===== src/rtl/xps_pkg.sv =====
package xps_pkg;

    // Width of the programmed length/count field (value minus one).
    parameter int XPS_FIELD_W = 11;
    // Words held by the packing FIFO; must be a power of two.
    parameter int XPS_DEPTH   = 32;
    parameter int XPS_BYTE_W  = 8;
    parameter int XPS_WORD_W  = 2 * XPS_BYTE_W;

    typedef enum logic [1:0] {
        XPS_IDLE = 2'd0,
        XPS_RX   = 2'd1,
        XPS_TX   = 2'd2
    } xps_mode_e;

endpackage


===== src/rtl/xps_fifo.sv =====
module xps_fifo
    import xps_pkg::*;
#(
    parameter int DEPTH  = XPS_DEPTH,
    parameter int WORD_W = XPS_WORD_W
) (
    input  logic                        clk,
    input  logic                        rst_n,
    input  logic                        push,
    input  logic [WORD_W-1:0]           push_data,
    input  logic                        pop,
    output logic [WORD_W-1:0]           head,
    output logic [$clog2(DEPTH):0]      fill
);

    localparam int PTR_W  = $clog2(DEPTH);
    localparam int FILL_W = PTR_W + 1;

    typedef struct packed {
        logic [PTR_W-1:0]  wr_ptr;
        logic [PTR_W-1:0]  rd_ptr;
        logic [FILL_W-1:0] fill;
    } fifo_state_t;

    fifo_state_t        st_q, st_d;
    logic [WORD_W-1:0]  mem_q [DEPTH];
    logic               do_push, do_pop;

    assign do_push = push && (st_q.fill < FILL_W'(DEPTH));
    assign do_pop  = pop  && (st_q.fill != '0);

    always_comb begin
        st_d = st_q;
        if (do_push) begin
            st_d.wr_ptr = st_q.wr_ptr + 1'b1;
        end
        if (do_pop) begin
            st_d.rd_ptr = st_q.rd_ptr + 1'b1;
        end
        case ({do_push, do_pop})
            2'b10:   st_d.fill = st_q.fill + 1'b1;
            2'b01:   st_d.fill = st_q.fill - 1'b1;
            default: st_d.fill = st_q.fill;
        endcase
    end

    always_ff @(posedge clk) begin
        if (!rst_n) begin
            st_q <= '0;
        end else begin
            st_q <= st_d;
        end
    end

    always_ff @(posedge clk) begin
        if (do_push) begin
            mem_q[st_q.wr_ptr] <= push_data;
        end
    end

    assign head = mem_q[st_q.rd_ptr];
    assign fill = st_q.fill;

    // a push into a full FIFO leaves it full and unchanged in size
    assert_full_push_R10: assert property (@(posedge clk) disable iff (!rst_n)
        (fill == FILL_W'(DEPTH) && push && !pop) |=> (fill == FILL_W'(DEPTH)));

    // a pop on an empty FIFO does not wrap the fill count
    assert_empty_pop_R10: assert property (@(posedge clk) disable iff (!rst_n)
        (fill == '0 && pop && !push) |=> (fill == '0));

endmodule


===== src/rtl/xps_counters.sv =====
module xps_counters
    import xps_pkg::*;
#(
    parameter int FIELD_W = XPS_FIELD_W
) (
    input  logic                 clk,
    input  logic                 rst_n,
    input  logic                 len_we,
    input  logic                 cnt_we,
    input  logic [FIELD_W-1:0]   field,
    input  logic                 byte_fire,
    output logic [FIELD_W:0]     len_live,
    output logic [FIELD_W:0]     cnt_live,
    output logic                 last_byte,
    output logic                 blk_end,
    output logic                 done_pulse
);

    localparam int CNT_W = FIELD_W + 1;

    typedef struct packed {
        logic [CNT_W-1:0] len_prog;
        logic [CNT_W-1:0] cnt_prog;
        logic [CNT_W-1:0] len_cnt;
        logic [CNT_W-1:0] blk_cnt;
        logic             done;
    } cnt_state_t;

    cnt_state_t       st_q, st_d;
    logic [CNT_W-1:0] field_plus1;
    logic             last_blk;

    assign field_plus1 = {1'b0, field} + 1'b1;
    // A counter at 1 (or 0 before any programming) means this is the final step.
    assign last_byte   = (st_q.len_cnt <= CNT_W'(1));
    assign last_blk    = (st_q.blk_cnt <= CNT_W'(1));
    assign blk_end     = byte_fire && last_byte && last_blk;

    always_comb begin
        st_d      = st_q;
        st_d.done = 1'b0;

        if (byte_fire) begin
            if (last_byte) begin
                st_d.len_cnt = st_q.len_prog;
                if (last_blk) begin
                    st_d.blk_cnt = st_q.cnt_prog;
                    st_d.done    = 1'b1;
                end else begin
                    st_d.blk_cnt = st_q.blk_cnt - 1'b1;
                end
            end else begin
                st_d.len_cnt = st_q.len_cnt - 1'b1;
            end
        end

        // Register writes take priority over counting.
        if (len_we) begin
            st_d.len_prog = field_plus1;
            st_d.len_cnt  = field_plus1;
        end
        if (cnt_we) begin
            st_d.cnt_prog = field_plus1;
            st_d.blk_cnt  = field_plus1;
            st_d.len_cnt  = st_d.len_prog;
        end
    end

    always_ff @(posedge clk) begin
        if (!rst_n) begin
            st_q <= '0;
        end else begin
            st_q <= st_d;
        end
    end

    assign len_live   = st_q.len_cnt;
    assign cnt_live   = st_q.blk_cnt;
    assign done_pulse = st_q.done;

    // end of a non-final block steps the block counter and reloads bytes
    assert_blk_step_R7: assert property (@(posedge clk) disable iff (!rst_n)
        (byte_fire && last_byte && !last_blk && !len_we && !cnt_we) |=>
        (cnt_live == $past(cnt_live) - 1'b1) && (len_live == $past(st_q.len_prog)));

    // a count write reloads the byte counter from the programmed length
    assert_cnt_reload_R2: assert property (@(posedge clk) disable iff (!rst_n)
        (cnt_we && !len_we) |=> (len_live == $past(st_q.len_prog)) && (cnt_live == $past(field_plus1)));

    // completion is flagged for a single cycle only
    assert_done_single_R8: assert property (@(posedge clk) disable iff (!rst_n)
        done_pulse |=> !done_pulse);

endmodule


===== src/rtl/xps_packer.sv =====
module xps_packer
    import xps_pkg::*;
#(
    parameter int DEPTH  = XPS_DEPTH,
    parameter int BYTE_W = XPS_BYTE_W
) (
    input  logic                        clk,
    input  logic                        rst_n,
    input  logic                        xfer_active,
    input  logic                        xfer_dir,
    input  logic                        card_rx_valid,
    input  logic [BYTE_W-1:0]           card_rx_data,
    output logic                        card_rx_ready,
    output logic                        card_tx_valid,
    output logic [BYTE_W-1:0]           card_tx_data,
    input  logic                        card_tx_ready,
    input  logic [$clog2(DEPTH):0]      fifo_fill,
    input  logic [2*BYTE_W-1:0]         fifo_head,
    input  logic [$clog2(DEPTH)-1:0]    af_level,
    input  logic                        last_byte,
    input  logic                        blk_end,
    output logic                        byte_fire,
    output logic                        seq_push,
    output logic [2*BYTE_W-1:0]         seq_push_data,
    output logic                        seq_pop,
    output xps_mode_e                   mode
);

    localparam int FILL_W = $clog2(DEPTH) + 1;

    typedef struct packed {
        logic              run;
        logic              act_prev;
        logic              half;
        logic [BYTE_W-1:0] lo_byte;
        logic              hi_phase;
    } pack_state_t;

    pack_state_t st_q, st_d;
    logic        start, room, below_af, rx_fire, tx_fire;

    assign start    = xfer_active && !st_q.act_prev;
    assign room     = fifo_fill < FILL_W'(DEPTH);
    assign below_af = fifo_fill <= {1'b0, af_level};

    always_comb begin
        if (st_q.run && xfer_active) begin
            mode = xfer_dir ? XPS_RX : XPS_TX;
        end else begin
            mode = XPS_IDLE;
        end
    end

    assign card_rx_ready = (mode == XPS_RX) && room && (st_q.half || below_af);
    assign card_tx_valid = (mode == XPS_TX) && (fifo_fill != '0);
    assign card_tx_data  = st_q.hi_phase ? fifo_head[2*BYTE_W-1:BYTE_W]
                                         : fifo_head[BYTE_W-1:0];
    assign rx_fire       = card_rx_ready && card_rx_valid;
    assign tx_fire       = card_tx_valid && card_tx_ready;
    assign byte_fire     = rx_fire || tx_fire;

    always_comb begin
        st_d          = st_q;
        st_d.act_prev = xfer_active;
        seq_push      = 1'b0;
        seq_push_data = '0;
        seq_pop       = 1'b0;

        // Receive: pair bytes, low half first; a lone final byte goes out alone.
        if (rx_fire) begin
            if (st_q.half) begin
                seq_push      = 1'b1;
                seq_push_data = {card_rx_data, st_q.lo_byte};
                st_d.half     = 1'b0;
            end else if (last_byte) begin
                seq_push      = 1'b1;
                seq_push_data = {{BYTE_W{1'b0}}, card_rx_data};
            end else begin
                st_d.half    = 1'b1;
                st_d.lo_byte = card_rx_data;
            end
        end

        // Transmit: low half first; pop once the word or the block is used up.
        if (tx_fire) begin
            if (st_q.hi_phase || last_byte) begin
                seq_pop       = 1'b1;
                st_d.hi_phase = 1'b0;
            end else begin
                st_d.hi_phase = 1'b1;
            end
        end

        if (start) begin
            st_d.run      = 1'b1;
            st_d.half     = 1'b0;
            st_d.hi_phase = 1'b0;
        end else if (blk_end || !xfer_active) begin
            st_d.run = 1'b0;
        end
    end

    always_ff @(posedge clk) begin
        if (!rst_n) begin
            st_q <= '0;
        end else begin
            st_q <= st_d;
        end
    end

    // nothing moves across the card port while the transfer is off
    assert_idle_quiet_R9: assert property (@(posedge clk) disable iff (!rst_n)
        !xfer_active |-> !byte_fire);

    // once the final byte has moved the port goes quiet
    assert_stop_after_end_R8: assert property (@(posedge clk) disable iff (!rst_n)
        blk_end |=> (!card_rx_ready && !card_tx_valid));

    // a new word is not started while the FIFO sits above the level
    assert_rx_pause_R5: assert property (@(posedge clk) disable iff (!rst_n)
        (rx_fire && !st_q.half) |-> below_af);

    // the card is never offered a byte from an empty FIFO
    assert_tx_empty_R6: assert property (@(posedge clk) disable iff (!rst_n)
        (fifo_fill == '0) |-> !card_tx_valid);

endmodule


===== src/rtl/xfer_pack_seq.sv =====
module xfer_pack_seq
    import xps_pkg::*;
#(
    parameter int FIELD_W = XPS_FIELD_W,
    parameter int DEPTH   = XPS_DEPTH
) (
    input  logic                        clk,
    input  logic                        rst_n,
    input  logic                        cfg_len_we,
    input  logic                        cfg_cnt_we,
    input  logic [FIELD_W-1:0]          cfg_field,
    output logic [FIELD_W:0]            len_live,
    output logic [FIELD_W:0]            cnt_live,
    input  logic                        host_push,
    input  logic [XPS_WORD_W-1:0]       host_wdata,
    input  logic                        host_pop,
    output logic [XPS_WORD_W-1:0]       host_rdata,
    output logic [$clog2(DEPTH):0]      fifo_fill,
    input  logic [$clog2(DEPTH)-1:0]    af_level,
    input  logic                        xfer_active,
    input  logic                        xfer_dir,
    input  logic                        card_rx_valid,
    input  logic [XPS_BYTE_W-1:0]       card_rx_data,
    output logic                        card_rx_ready,
    output logic                        card_tx_valid,
    output logic [XPS_BYTE_W-1:0]       card_tx_data,
    input  logic                        card_tx_ready,
    output logic                        xfer_done
);

    localparam int FILL_W = $clog2(DEPTH) + 1;

    logic                   byte_fire, last_byte, blk_end;
    logic                   seq_push, seq_pop;
    logic [XPS_WORD_W-1:0]  seq_push_data;
    logic                   fifo_push, fifo_pop;
    logic [XPS_WORD_W-1:0]  fifo_wdata, fifo_head;
    logic [FILL_W-1:0]      fill;
    xps_mode_e              mode;

    // The sequencer owns the FIFO write side on receive and the read side on transmit.
    always_comb begin
        if (mode == XPS_RX) begin
            fifo_push  = seq_push;
            fifo_wdata = seq_push_data;
            fifo_pop   = host_pop;
        end else if (mode == XPS_TX) begin
            fifo_push  = host_push;
            fifo_wdata = host_wdata;
            fifo_pop   = seq_pop;
        end else begin
            fifo_push  = host_push;
            fifo_wdata = host_wdata;
            fifo_pop   = host_pop;
        end
    end

    xps_fifo #(
        .DEPTH  (DEPTH),
        .WORD_W (XPS_WORD_W)
    ) u_fifo (
        .clk       (clk),
        .rst_n     (rst_n),
        .push      (fifo_push),
        .push_data (fifo_wdata),
        .pop       (fifo_pop),
        .head      (fifo_head),
        .fill      (fill)
    );

    xps_counters #(
        .FIELD_W (FIELD_W)
    ) u_counters (
        .clk        (clk),
        .rst_n      (rst_n),
        .len_we     (cfg_len_we),
        .cnt_we     (cfg_cnt_we),
        .field      (cfg_field),
        .byte_fire  (byte_fire),
        .len_live   (len_live),
        .cnt_live   (cnt_live),
        .last_byte  (last_byte),
        .blk_end    (blk_end),
        .done_pulse (xfer_done)
    );

    xps_packer #(
        .DEPTH  (DEPTH),
        .BYTE_W (XPS_BYTE_W)
    ) u_packer (
        .clk           (clk),
        .rst_n         (rst_n),
        .xfer_active   (xfer_active),
        .xfer_dir      (xfer_dir),
        .card_rx_valid (card_rx_valid),
        .card_rx_data  (card_rx_data),
        .card_rx_ready (card_rx_ready),
        .card_tx_valid (card_tx_valid),
        .card_tx_data  (card_tx_data),
        .card_tx_ready (card_tx_ready),
        .fifo_fill     (fill),
        .fifo_head     (fifo_head),
        .af_level      (af_level),
        .last_byte     (last_byte),
        .blk_end       (blk_end),
        .byte_fire     (byte_fire),
        .seq_push      (seq_push),
        .seq_push_data (seq_push_data),
        .seq_pop       (seq_pop),
        .mode          (mode)
    );

    assign host_rdata = fifo_head;
    assign fifo_fill  = fill;

    // host writes cannot slip into the FIFO while receive owns it
    assert_host_push_blocked_R10: assert property (@(posedge clk) disable iff (!rst_n)
        (mode == XPS_RX && host_push && !seq_push && !host_pop) |=> (fifo_fill == $past(fifo_fill)));

endmodule


===== config.mk =====
export PLATFORM = sky130hd
export DESIGN_NAME = xfer_pack_seq
export DESIGN_NICKNAME = d
export VERILOG_FILES = /design/src/rtl/xps_pkg.sv /design/src/rtl/xps_fifo.sv /design/src/rtl/xps_counters.sv /design/src/rtl/xps_packer.sv /design/src/rtl/xfer_pack_seq.sv
export SDC_FILE = /design/constraint.sdc
export NUM_CORES = 1
export LEC_CHECK = 0
export ABC_CLOCK_PERIOD_IN_PS = 9100
export BUFFER_PORTS_ARGS = -buffer_cell sky130_fd_sc_hd__buf_2
export CAP_MARGIN = 30
export CORE_MARGIN = 2
export CORE_UTILIZATION = 45
export DETAILED_ROUTE_END_ITERATION = 7
export PLACE_DENSITY = 0.59
export SLEW_MARGIN = 0
export SYNTH_ARGS = -nofsm -noshare
export SYNTH_HDL_FRONTEND = slang
export SYNTH_HIERARCHICAL = 1
export SYNTH_SLANG_ARGS = --single-unit

===== constraint.sdc =====
create_clock -name clk -period 9.1 [get_ports clk]
set_clock_uncertainty 0.15 [all_clocks]
set_input_delay 0.455 -clock clk [delete_from_list [all_inputs] [get_ports clk]]
set_output_delay 0.455 -clock clk [all_outputs]
set_load 0.005 [all_outputs]

==> results.cfg <==
[floorplan]
start_util_pct = 45.4
dieWidth_um = 240
die_h_um = 240
num_rows = 86
die_area_um2 = 57400
ios = 107
fp.coreArea_um2 = 55000

[clocking]
clk_root_buffer_cell = clkbuf_16
clock_latency_ps = 620
ctsHoldBuffers = 10
cts_max_level = 2
clkTransAtPathRegs_ps = 60
cts_buffers = 60
cts_sinks = 594
ctsResizeCount = 0
clk_path_buf_depth = 3
cts_tree = built
post_cts_buffers = 0

[worst_setup_path]
crit_required_ps = 9450
crit_path_top_delay_cell = nor2b_1
start_kind = flop
ff2ff_setup_slack_ps = 4210
critPathArrivalTime_ps = 5240
r2r-end = u_fifo/fill[4]$_SDFFE_PN0P_
cp_common_cell = ha_1
path_max_fanout = 11
reg2reg_from = u_fifo/fill[4]$_SDFFE_PN0P_
reg2reg_depth = 16
end_kind = flop
worstSetupPathType = flop to flop
cp_cell_sequence = ha_1 > a211o_1 > a31oi_2 > a32o_1 > a21oi_1 > nor2_1 > mux2_2 > nor2b_1 > inv_1 > ha_1 > xor2_1 > ha_1 > a21o_1 > a22oi_1 > nor3_1 > or3b_1
slowest_delay_ps = 620

[drt]
wirelength_mm = 59.5
wire_per_inst_um = 23.9
dr_wl_met2_mm = 27.7
dr.pass1.iters = 5
antenna_left = 0
routedLengthMet1_mm = 27.0
dr_total_vias = 14300
top_layer_used = met5
via_per_inst = 5.73
drt_iter0_markers = 1237
drc = 0
dr_wl_met3_mm = 3.73

[logic_synthesis]
ys_ff_latch = 594
yosysWarningCount = 6
synthFlopType = edfxtp_1
syn-cell-area_um2 = 25000
yosys.area.top_type = edfxtp_1
postSynthCellCount = 1587
synth-edff-count = 512
synthArstFlopShare_pct = 0
postSynthNetCount = 1655
seq_area_frac_synth_pct = 68.1
avgSynthCellArea_um2 = 15.7
ys_types = 79
ys_top_cells_by_area = edfxtp_1 62%, dfxtp_1 6.6%, mux2i_1 5.8%
yosys.area.top_type_share_pct = 61.5

[sta]
tightest_slew_ps = 1030
period_needed_ps = 4890
rsz0062_at_grt = false
hold_viol = 0
fmax_mhz = 205
period_share_pct = 53.7
setup_tns_ps = 0
drv_slew = 0
setup_viol = 0
relSlewSlack_pct = 31.1

[run_status]
status = completed

[place]
gp_congestion = 0.795
dpl.cell_count = 2368
place_hpwl_mm = 36.2
port_buffers = 106

[final_layout]
area_growth_pct = 13.1
stdcell_count = 2492
nFillCells = 4579
nNetsFinal = 1760
final_cell_mix = 512 x edfxtp_1, 145 x mux2i_1, 106 x buf_2
layout_commonest_cell = edfxtp_1
drive_gt1_share_pct = 20.3

[grt]
grt_pass1_wl_mm = 88.6
grt_use_total_pct = 20.9
grt_max_degree = 62
overflow = 0
grt_antenna_before_repair = 3
grt_pass1_vias = 14100

[pwr]
p_leak_nw = 9.18
peakVddDrop_v = 0.000184
p_per_area_nw_per_um2 = 243

[hold_path]
min_path_cells = 3
min_path_type = input port to flop
min_from = cfg_field[2]
min_to = u_counters/st_q[27]$_SDFFE_PN0P_

[run]
drv_cap = 0
[cell families (layout without fill, tap and decap cells)]
kind of cell	Yosys count	in the layout	synth area share, %
simple gates	298	298	6.13
mux	235	235	13.0
compound gates	263	263	7.38
flops	594	594	68.1
other cells	0	1	0
fa+ha+maj	18	18	0.901
xor+xnor	34	34	1.19
buf+inv	145	301	3.30
[cells in the mapped netlist (5+ instances only)]
cell       number
o22ai_1         5
nor2b_1         9
o21ai_0        40
nand3_1        50
a21oi_1        34
or3_1           6
nand2b_1        8
buf_2          34
nand4_1        24
a22o_1          9
ha_1           18
xor2_1         17
and2_1         10
mux2_2         16
nor2_1         98
edfxtp_1      512
a22oi_1       100
nand2_1        36
clkbuf_1       39
mux2_4         10
buf_4          33
o211ai_1       13
nor4_1          6
buf_6           5
xnor2_1        17
mux4_1          7
inv_1          20
o21a_1          6
dfxtp_1        82
a211oi_1       17
mux4_2         57
a2bb2oi_1       5
mux2i_1       145
nor3_1         17
[power by group]
group | total, W | internal [W] | switching, W
Clock | 0.00248 | 0.00145 | 0.00103
Sequential | 0.00315 | 0.00304 | 0.000116
Combinational | 0.00124 | 0.000546 | 0.000698
[routing by layer]
| metal | global-route usage, % | vias to the layer above |
|---|---|---|
| met3 | 3.81 | 69 |
| met2 | 33.0 | 493 |
| met1 | 30.1 | 7250 |
| met4 | 4.89 | 2 |
| li1 | - | 6465 |
| met5 | 0 | - |
[critical path, delay by kind of cell, from the launching register on]
kind,cells,cell delay [ps]
AO/OA/AOI/OAI,6,1560
AND/OR/NAND/NOR,4,1150
multiplexers,1,140
adder cells (fa/ha/maj),3,930
flip-flops,1,490
XOR/XNOR,1,190
buffers and inverters,1,160
[registers in the layout, indices dropped and copies added (netlist names), named ones only]
signal,flops
u_fifo/fill,6
u_counters/st_q,24
u_packer/st_q,12
u_fifo/mem_q,512
u_fifo/st_q,10
u_counters/done_pulse,1
u_counters/cnt_live,12
u_counters/len_live,12
[through the flow]
stage / setup WS, ps / power (W) / hold WS (ps) / utilization, % / area (µm²)
CTS: 4250 / 0.00694 / 93.5 / 51.4 / 28300
global route: 3830 / 0.00716 / 134 / 51.4 / 28300
floorplan: 4910 / 0.00412 / 256 / - / 25000
detailed placement: 4180 / 0.00446 / 276 / 47.6 / 26200
finish: 4210 / 0.00688 / 132 / 51.4 / 28300
global placement: 4240 / 0.00444 / 270 / 47.4 / 26000
[worst max-delay path by stage]
stage	startpoint	end	slack [ps]	cells past startpoint
2_1_floorplan	u_fifo/fill[4]$_SDFFE_PN0P_	u_fifo/fill[4]$_SDFFE_PN0P_	4910	20
3_3_place_gp	af_level[4]	u_fifo/mem_q[31][12]$_DFFE_PP_	4240	12
3_5_place_dp	af_level[4]	u_fifo/fill[4]$_SDFFE_PN0P_	4180	18
4_1_cts	u_fifo/fill[4]$_SDFFE_PN0P_	u_fifo/fill[4]$_SDFFE_PN0P_	4250	16
5_1_grt	u_fifo/fill[4]$_SDFFE_PN0P_	u_fifo/fill[4]$_SDFFE_PN0P_	3830	16
6_report	u_fifo/fill[4]$_SDFFE_PN0P_	u_fifo/fill[4]$_SDFFE_PN0P_	4210	16
[area by class of cell]
cell class	instances	area [µm²]	share of cell area, %
Antenna cell	1	2.50	0.00886
Clock buffer	74	1600	5.68
Clock inverter	39	398	1.41
Inverter	25	93.8	0.332
Multi-Input combinational cell	848	7160	25.3
Sequential cell	594	17000	60.3
Tap cell	748	936	3.31
Timing Repair Buffer	163	1040	3.68
No activity file was read; power rests on OpenSTA's default activity.
